[src/rtl/lrsc_pkg.sv]
package lrsc_pkg;

    typedef enum logic [1:0] {
        RC_FAIL     = 2'd0,
        RC_OK       = 2'd1,
        RC_UNCACHED = 2'd2
    } rsp_code_e;

endpackage

[src/rtl/lrsc_resv_file.sv]
module lrsc_resv_file #(
    parameter int NUM_CTX   = 4,
    parameter int TAG_W     = 44,
    localparam int CTX_W    = (NUM_CTX > 1) ? $clog2(NUM_CTX) : 1
) (
    input  logic                  clk,
    input  logic                  rst_n,
    input  logic [TAG_W-1:0]      look_tag,
    input  logic                  set_en,
    input  logic [CTX_W-1:0]      set_ctx,
    input  logic                  drop_en,
    input  logic [CTX_W-1:0]      drop_ctx,
    input  logic                  kill_en,
    output logic [NUM_CTX-1:0]    hit_vec
);

    typedef struct packed {
        logic [NUM_CTX-1:0]            vld;
        logic [NUM_CTX-1:0][TAG_W-1:0] tag;
    } resv_t;

    resv_t st_d, st_q;

    always_comb begin
        for (int i = 0; i < NUM_CTX; i++) begin
            hit_vec[i] = st_q.vld[i] && (st_q.tag[i] == look_tag);
        end
    end

    always_comb begin
        st_d = st_q;
        for (int i = 0; i < NUM_CTX; i++) begin
            if (set_en && set_ctx == CTX_W'(i)) begin
                st_d.vld[i] = 1'b1;
                st_d.tag[i] = look_tag;
            end
            if (drop_en && drop_ctx == CTX_W'(i)) begin
                st_d.vld[i] = 1'b0;
            end
            // a write's knock-out has the last word over any set
            if (kill_en && hit_vec[i]) begin
                st_d.vld[i] = 1'b0;
            end
        end
    end

    always_ff @(posedge clk) begin
        if (!rst_n) begin
            st_q <= '0;
        end else begin
            st_q <= st_d;
        end
    end

    for (genvar g = 0; g < NUM_CTX; g++) begin : g_chk
        // a matching write leaves no reservation on its granule
        assert_kill_clears_R5: assert property (@(posedge clk) disable iff (!rst_n)
            (kill_en && hit_vec[g]) |=> !st_q.vld[g]);
        // a failed conditional store drops the issuer's flag
        assert_drop_clears_R3: assert property (@(posedge clk) disable iff (!rst_n)
            (drop_en && drop_ctx == CTX_W'(g)) |=> !st_q.vld[g]);
        // a locked load arms the reservation unless a write kills it
        assert_set_arms_R1: assert property (@(posedge clk) disable iff (!rst_n)
            (set_en && set_ctx == CTX_W'(g) && !kill_en) |=> (st_q.vld[g] && st_q.tag[g] == $past(look_tag)));
    end

endmodule

[src/rtl/lrsc_fail_track.sv]
module lrsc_fail_track #(
    parameter int NUM_CTX     = 4,
    parameter int CNT_W       = 32,
    parameter int WARN_PERIOD = 100000,
    localparam int CTX_W      = (NUM_CTX > 1) ? $clog2(NUM_CTX) : 1,
    localparam int PH_W       = (WARN_PERIOD > 1) ? $clog2(WARN_PERIOD) : 1
) (
    input  logic                      clk,
    input  logic                      rst_n,
    input  logic                      ev_fail,
    input  logic                      ev_clear,
    input  logic [CTX_W-1:0]          ev_ctx,
    output logic [NUM_CTX*CNT_W-1:0]  cnt_flat,
    output logic                      warn_valid,
    output logic [CTX_W-1:0]          warn_ctx
);

    typedef struct packed {
        logic [NUM_CTX-1:0][CNT_W-1:0] cnt;
        logic [NUM_CTX-1:0][PH_W-1:0]  ph;
        logic                          wv;
        logic [CTX_W-1:0]              wc;
    } trk_t;

    trk_t st_d, st_q;

    always_comb begin
        st_d    = st_q;
        st_d.wv = 1'b0;
        for (int i = 0; i < NUM_CTX; i++) begin
            if (ev_ctx == CTX_W'(i)) begin
                if (ev_clear) begin
                    st_d.cnt[i] = '0;
                    st_d.ph[i]  = '0;
                end else if (ev_fail) begin
                    st_d.cnt[i] = st_q.cnt[i] + 1'b1;
                    if (st_q.ph[i] == PH_W'(WARN_PERIOD - 1)) begin
                        st_d.ph[i] = '0;
                        st_d.wv    = 1'b1;
                        st_d.wc    = ev_ctx;
                    end else begin
                        st_d.ph[i] = st_q.ph[i] + 1'b1;
                    end
                end
            end
        end
    end

    always_ff @(posedge clk) begin
        if (!rst_n) begin
            st_q <= '0;
        end else begin
            st_q <= st_d;
        end
    end

    assign cnt_flat   = st_q.cnt;
    assign warn_valid = st_q.wv;
    assign warn_ctx   = st_q.wc;

    // a warning always lands on a nonzero multiple of the period
    assert_warn_multiple_R7: assert property (@(posedge clk) disable iff (!rst_n)
        warn_valid |-> (st_q.cnt[warn_ctx] != '0 &&
                        (st_q.cnt[warn_ctx] % CNT_W'(WARN_PERIOD)) == '0));
    // a success or uncacheable store zeroes the count
    assert_clear_zero_R6: assert property (@(posedge clk) disable iff (!rst_n)
        ev_clear |=> st_q.cnt[$past(ev_ctx)] == '0);
    // a failure advances the count by one
    assert_fail_step_R6: assert property (@(posedge clk) disable iff (!rst_n)
        (ev_fail && !ev_clear) |=> st_q.cnt[$past(ev_ctx)] == $past(st_q.cnt[ev_ctx]) + 1'b1);

endmodule

[src/rtl/lrsc_monitor.sv]
module lrsc_monitor #(
    parameter int NUM_CTX     = 4,
    parameter int ADDR_W      = 48,
    parameter int GRAN_BITS   = 4,
    parameter int CNT_W       = 32,
    parameter int WARN_PERIOD = 100000,
    localparam int CTX_W      = (NUM_CTX > 1) ? $clog2(NUM_CTX) : 1,
    localparam int TAG_W      = ADDR_W - GRAN_BITS
) (
    input  logic                      clk,
    input  logic                      rst_n,
    input  logic                      req_valid,
    input  logic [CTX_W-1:0]          req_ctx,
    input  logic [ADDR_W-1:0]         req_addr,
    input  logic                      req_locked,
    input  logic                      req_store,
    input  logic                      req_uncached,
    output logic [NUM_CTX-1:0]        rsp_valid,
    output logic [1:0]                rsp_code,
    output logic                      mem_wr_en,
    output logic [NUM_CTX*CNT_W-1:0]  fail_count,
    output logic                      warn_valid,
    output logic [CTX_W-1:0]          warn_ctx
);
    import lrsc_pkg::*;

    typedef struct packed {
        logic [NUM_CTX-1:0] v;
        rsp_code_e          code;
        logic               wr;
    } rsp_t;

    rsp_t rsp_d, rsp_q;

    logic [NUM_CTX-1:0]   hit_vec;
    logic [TAG_W-1:0]     req_tag;
    logic [GRAN_BITS-1:0] unused_low;
    logic is_ll, is_sc, is_st, own_hit;
    logic sc_ok, sc_fail, sc_unc, kill_en;

    assign req_tag    = req_addr[ADDR_W-1:GRAN_BITS];
    assign unused_low = req_addr[GRAN_BITS-1:0];

    always_comb begin
        is_ll   = req_valid && req_locked && !req_store && !req_uncached;
        is_sc   = req_valid && req_locked && req_store;
        is_st   = req_valid && !req_locked && req_store;
        own_hit = hit_vec[req_ctx];
        sc_ok   = is_sc && !req_uncached && own_hit;
        sc_fail = is_sc && !req_uncached && !own_hit;
        sc_unc  = is_sc && req_uncached;
        kill_en = is_st || sc_ok || sc_unc;
    end

    always_comb begin
        rsp_d      = '0;
        rsp_d.code = RC_FAIL;
        rsp_d.wr   = kill_en;
        if (is_sc) begin
            rsp_d.v[req_ctx] = 1'b1;
            if (sc_unc)     rsp_d.code = RC_UNCACHED;
            else if (sc_ok) rsp_d.code = RC_OK;
        end
    end

    always_ff @(posedge clk) begin
        if (!rst_n) begin
            rsp_q <= '0;
        end else begin
            rsp_q <= rsp_d;
        end
    end

    lrsc_resv_file #(
        .NUM_CTX (NUM_CTX),
        .TAG_W   (TAG_W)
    ) u_resv (
        .clk      (clk),
        .rst_n    (rst_n),
        .look_tag (req_tag),
        .set_en   (is_ll),
        .set_ctx  (req_ctx),
        .drop_en  (sc_fail),
        .drop_ctx (req_ctx),
        .kill_en  (kill_en),
        .hit_vec  (hit_vec)
    );

    lrsc_fail_track #(
        .NUM_CTX     (NUM_CTX),
        .CNT_W       (CNT_W),
        .WARN_PERIOD (WARN_PERIOD)
    ) u_track (
        .clk        (clk),
        .rst_n      (rst_n),
        .ev_fail    (sc_fail),
        .ev_clear   (sc_ok || sc_unc),
        .ev_ctx     (req_ctx),
        .cnt_flat   (fail_count),
        .warn_valid (warn_valid),
        .warn_ctx   (warn_ctx)
    );

    assign rsp_valid = rsp_q.v;
    assign rsp_code  = rsp_q.code;
    assign mem_wr_en = rsp_q.wr;

    // at most one context sees a result
    assert_rsp_onehot_R8: assert property (@(posedge clk) disable iff (!rst_n)
        $onehot0(rsp_valid));
    // a result only follows a conditional store
    assert_rsp_cause_R8: assert property (@(posedge clk) disable iff (!rst_n)
        (req_valid && !(req_locked && req_store)) |=> rsp_valid == '0);
    // success carries the memory write
    assert_ok_writes_R2: assert property (@(posedge clk) disable iff (!rst_n)
        (rsp_valid != '0 && rsp_code == 2'd1) |-> mem_wr_en);
    // failure never writes
    assert_fail_nowrite_R3: assert property (@(posedge clk) disable iff (!rst_n)
        (rsp_valid != '0 && rsp_code == 2'd0) |-> !mem_wr_en);
    // uncacheable conditional store always writes with code 2
    assert_unc_code_R4: assert property (@(posedge clk) disable iff (!rst_n)
        (req_valid && req_locked && req_store && req_uncached) |=> (rsp_code == 2'd2 && mem_wr_en));

endmodule

[config.mk]
export PLATFORM = sky130hd
export DESIGN_NAME = lrsc_monitor
export DESIGN_NICKNAME = d
export VERILOG_FILES = /design/src/rtl/lrsc_pkg.sv /design/src/rtl/lrsc_resv_file.sv /design/src/rtl/lrsc_fail_track.sv /design/src/rtl/lrsc_monitor.sv
export SDC_FILE = /design/constraint.sdc
export NUM_CORES = 1
export LEC_CHECK = 0
export BUFFER_PORTS_ARGS = -buffer_cell sky130_fd_sc_hd__buf_4
export CAP_MARGIN = 0
export CELL_PAD_IN_SITES_DETAIL_PLACEMENT = 1
export CELL_PAD_IN_SITES_GLOBAL_PLACEMENT = 1
export CORE_MARGIN = 3
export CORE_UTILIZATION = 40
export CTS_BUF_LIST = sky130_fd_sc_hd__clkbuf_16
export CTS_CLUSTER_DIAMETER = 40
export DETAILED_ROUTE_END_ITERATION = 10
export PLACE_DENSITY = 0.72
export SYNTH_ARGS = -nofsm -noshare
export SYNTH_HDL_FRONTEND = slang
export SYNTH_SLANG_ARGS = --single-unit
export TNS_END_PERCENT = 1
[constraint.sdc]
create_clock -name clk -period 2.05 [get_ports clk]
set_input_delay 0.1025 -clock clk [delete_from_list [all_inputs] [get_ports clk]]
set_output_delay 0.1025 -clock clk [all_outputs]
set_load 0.01 [all_outputs]
==> metrics <==
Die Ht 225 um; clock tree from TritonCTS done; Period minus WS final 2390 ps; post-route setup slack -342 ps; total area of multi-input combinational cells 0.0105 sq mm; number of port buffers 189; arrival time worst endpoint 2880 ps; RePlAce Congestion 0.873; initial antenna violation count 4; # H-tree levels 3; antenna viol nets, final 0; area growth from synthesis to layout 35.3%; Rel. slew slack 0.378; final hold violation count 0; share of the synthesized area in compound gates (AO/OA/AOI/OAI) 0.0974; Avg Vias per Cell 5.44; GR Util All Layers 0.269; data required time of the worst path 2540 ps; f_max 0.418 GHz; crit path kind reg -> reg; CTS root buffer sky130_fd_sc_hd__clkbuf_16; DRC violation count after routing 0; total power divided by cell area 808 mW/mm^2; largest net degree at the start of global routing 177; clock latency on the worst-skew pair 600 ps; layout cells sized above 1 0.271; storage element area 0.00776 sq mm; Initial DRT Pass Iterations 5; largest voltage drop on the vdd net 0.589 mV; unrepaired setup endpoints after global routing yes; synthesis-stage register bit count 386; Max Cap Viol 0; critical path endpoint category register; proportion of synthesized chip area in sequential cells 0.401; sink count of the clock tree 386; net count of the finished layout 2784; cell total after placement 3192; number of buffers added by the clock tree synthesis step 73; EDFF count, synth 0; proportion of synthesized flip-flops having asynchronous set or reset 0; number of setup violations in the final report 172; worst min-delay path category in -> reg; Overflow after GRT 0; most frequent cells in the layout sky130_fd_sc_hd__nand2_1 (473), sky130_fd_sc_hd__buf_4 (448), sky130_fd_sc_hd__dfxtp_1 (363), sky130_fd_sc_hd__nor2_1 (189), sky130_fd_sc_hd__a21oi_1 (182); clock transition at the registers of the reported paths 60 ps; count of boundary I/O pins 194; number of cells in the finished layout apart from fillers 3384; Cell Rows 79; max-slew violations 0; violated checks setup timing; Synthesized Nets 2446; share of synthesized cell area in and, or, nand and nor gates 0.262; largest family of logic cells by synthesized area simple AND/OR/NAND/NOR gates; instance count of the mapped netlist 2382; number of global-route vias before repair 19600; sum of negative setup slack -28940 ps; sort of element at the start of the critical path register; Initial Util 0.409; mux cell area share after synthesis 0.00624; most frequent standard cell in the layout excluding fill and tap cells sky130_fd_sc_hd__nand2_1; standard cell area after detailed placement 0.0222 sq mm; post-layout instance area 0.0260 sq mm; status complete, but fails checks; wire per inst 20.8 um; number of distinct library cells after synthesis 77; total standard cell area after synthesis 0.0193 sq mm; synthesized area per cell 8.08 sq um; xor-xnor portion of the synthesized cell area 0.138; area of the placeable core 0.0471 sq mm; first-pass GRT wire length 108000 um; detailed placer's ending HPWL 46100 um; number of warning messages in the yosys log 0; Adder-Cell Fraction of Synth Area 0.00520; DIE WIDTH 225 um; Worst Hold Margin 38.1 ps; setup skew after layout 15.3 ps; largest fanout on the critical path 8; slew at the pin closest to its max-slew limit 929 ps; final period utilization 1.17; standby leakage power 10.0 nW; setup slack after placement -457 ps; DRT iter0 DRCs 1086; routed via count 18400; primary flip-flop cell chosen by synthesis mapping sky130_fd_sc_hd__dfxtp_1; largest buffer count on any clock path 3; wire length reported by the detailed router 70400 um; Layout fillers 5489; total inserted antenna cells 0; full die area 0.0508 sq mm
-- cell usage after synthesis, types with 8 or more instances --
cell / instances / share of area
sky130_fd_sc_hd__nor4_1: 33 / 0.011
sky130_fd_sc_hd__buf_2: 44 / 0.011
sky130_fd_sc_hd__xnor2_1: 202 / 0.092
sky130_fd_sc_hd__buf_4: 133 / 0.052
sky130_fd_sc_hd__nand2_1: 475 / 0.093
sky130_fd_sc_hd__nand2b_1: 16 / 0.0052
sky130_fd_sc_hd__dfxtp_1: 386 / 0.40
sky130_fd_sc_hd__o21ai_0: 33 / 0.0086
sky130_fd_sc_hd__nand4_1: 88 / 0.029
sky130_fd_sc_hd__nor3b_1: 15 / 0.0058
sky130_fd_sc_hd__nand3_1: 79 / 0.021
sky130_fd_sc_hd__inv_1: 29 / 0.0057
sky130_fd_sc_hd__nor3_1: 33 / 0.0086
sky130_fd_sc_hd__a31oi_1: 26 / 0.0084
sky130_fd_sc_hd__nor2_1: 197 / 0.038
sky130_fd_sc_hd__a21o_1: 18 / 0.0070
sky130_fd_sc_hd__xor2_1: 99 / 0.045
sky130_fd_sc_hd__and3_1: 53 / 0.017
sky130_fd_sc_hd__and4_1: 14 / 0.0064
sky130_fd_sc_hd__and2_1: 8 / 0.0026
sky130_fd_sc_hd__mux2i_1: 12 / 0.0062
sky130_fd_sc_hd__a21oi_1: 182 / 0.047
sky130_fd_sc_hd__clkbuf_1: 82 / 0.016
sky130_fd_sc_hd__ha_1: 8 / 0.0052
-- critical path, cell delays in order (launching register included) --
cell	delay [ps]
sky130_fd_sc_hd__dfxtp_2	330
sky130_fd_sc_hd__xor2_2	160
sky130_fd_sc_hd__nor2_2	210
sky130_fd_sc_hd__or4b_4	510
sky130_fd_sc_hd__nor4_4	310
sky130_fd_sc_hd__buf_6	170
sky130_fd_sc_hd__nand4b_4	200
sky130_fd_sc_hd__buf_12	140
sky130_fd_sc_hd__o21ai_1	60
sky130_fd_sc_hd__a21o_1	200
-- path summary, 6_finish.rpt --
| kind | from | end | slack (ps) | depth (start not counted) |
|---|---|---|---|---|
| max reg2reg | u_resv.st_q[29]$_SDFFE_PN0P_ | u_track.st_q[8]$_SDFFE_PN0P_ | -340 | 9 |
| min | req_locked | rsp_code[1]$_SDFF_PN0_ | 40 | 4 |
| max | u_resv.st_q[29]$_SDFFE_PN0P_ | u_track.st_q[8]$_SDFFE_PN0P_ | -340 | 9 |
| min reg2reg | u_resv.st_q[40]$_SDFFE_PN0P_ | u_resv.st_q[40]$_SDFFE_PN0P_ | 460 | 2 |
-- power by group --
group          switching [mW]  total [mW]  leakage, nW  internal [mW]
logic                   0.782        1.38         5.70          0.596
clock network            4.34        12.1         1.21           7.74
registers              0.0258        7.57         3.12           7.55
-- repair_timing --
| item | CTS | global route |
|---|---|---|
| gates cloned | 1 | 0 |
| hold buffers | 57 | 0 |
| endpoints found under the hold margin | 188 | 0 |
| gates resized for setup | 79 | 83 |
| pin swaps | 51 | 29 |
| setup buffers | 2 | 0 |
| endpoints found under the setup margin | 205 | 205 |
-- registers in the layout, summed over array words and instances (netlist names) --
register            cells
mem_wr_en               1
rsp_code                2
rsp_valid               4
u_resv.st_q           180
u_track.cnt_flat      128
u_track.st_q           68
u_track.warn_ctx        2
u_track.warn_valid      1
-- per-stage QoR --
| stage | power, mW | util |
|---|---|---|
| 6_report | 21.0 | 0.554 |
| 5_1_grt | 21.7 | 0.554 |
| 4_1_cts | 21.1 | 0.545 |
| 3_5_place_dp | 8.87 | 0.472 |
| 3_3_place_gp | 8.85 | 0.472 |
| 2_1_floorplan | 8.30 | - |
-- layout make-up --
| class | count | share of cell area |
|---|---|---|
| Clock buffer | 77 | 0.0740 |
| Clock inverter | 55 | 0.0202 |
| Inverter | 30 | 0.00452 |
| Multi-Input combinational cell | 1698 | 0.404 |
| Sequential cell | 386 | 0.298 |
| Tap cell | 607 | 0.0292 |
| Timing Repair Buffer | 531 | 0.170 |
-- logic make-up (layout without fill, tap and decap cells) --
kind of cell               after synthesis  in the layout
AOI/OAI and AO/OA                      315            315
adders and majority gates                8              8
muxes                                   12             12
xor gates and xnor gates               302            302
buffers and inverters                  299            693
and+or+nand+nor                       1060           1061
DFF                                    386            386
-- routing by layer --
metal  track usage  up-vias  wire length, um
met2         0.468      487            34500
met5             0        -               47
li1              -     8610                -
met4         0.128        6             3380
met3        0.0544      201             3380
met1         0.318     9114            29100
No activity file was read; power rests on OpenSTA's default activity.
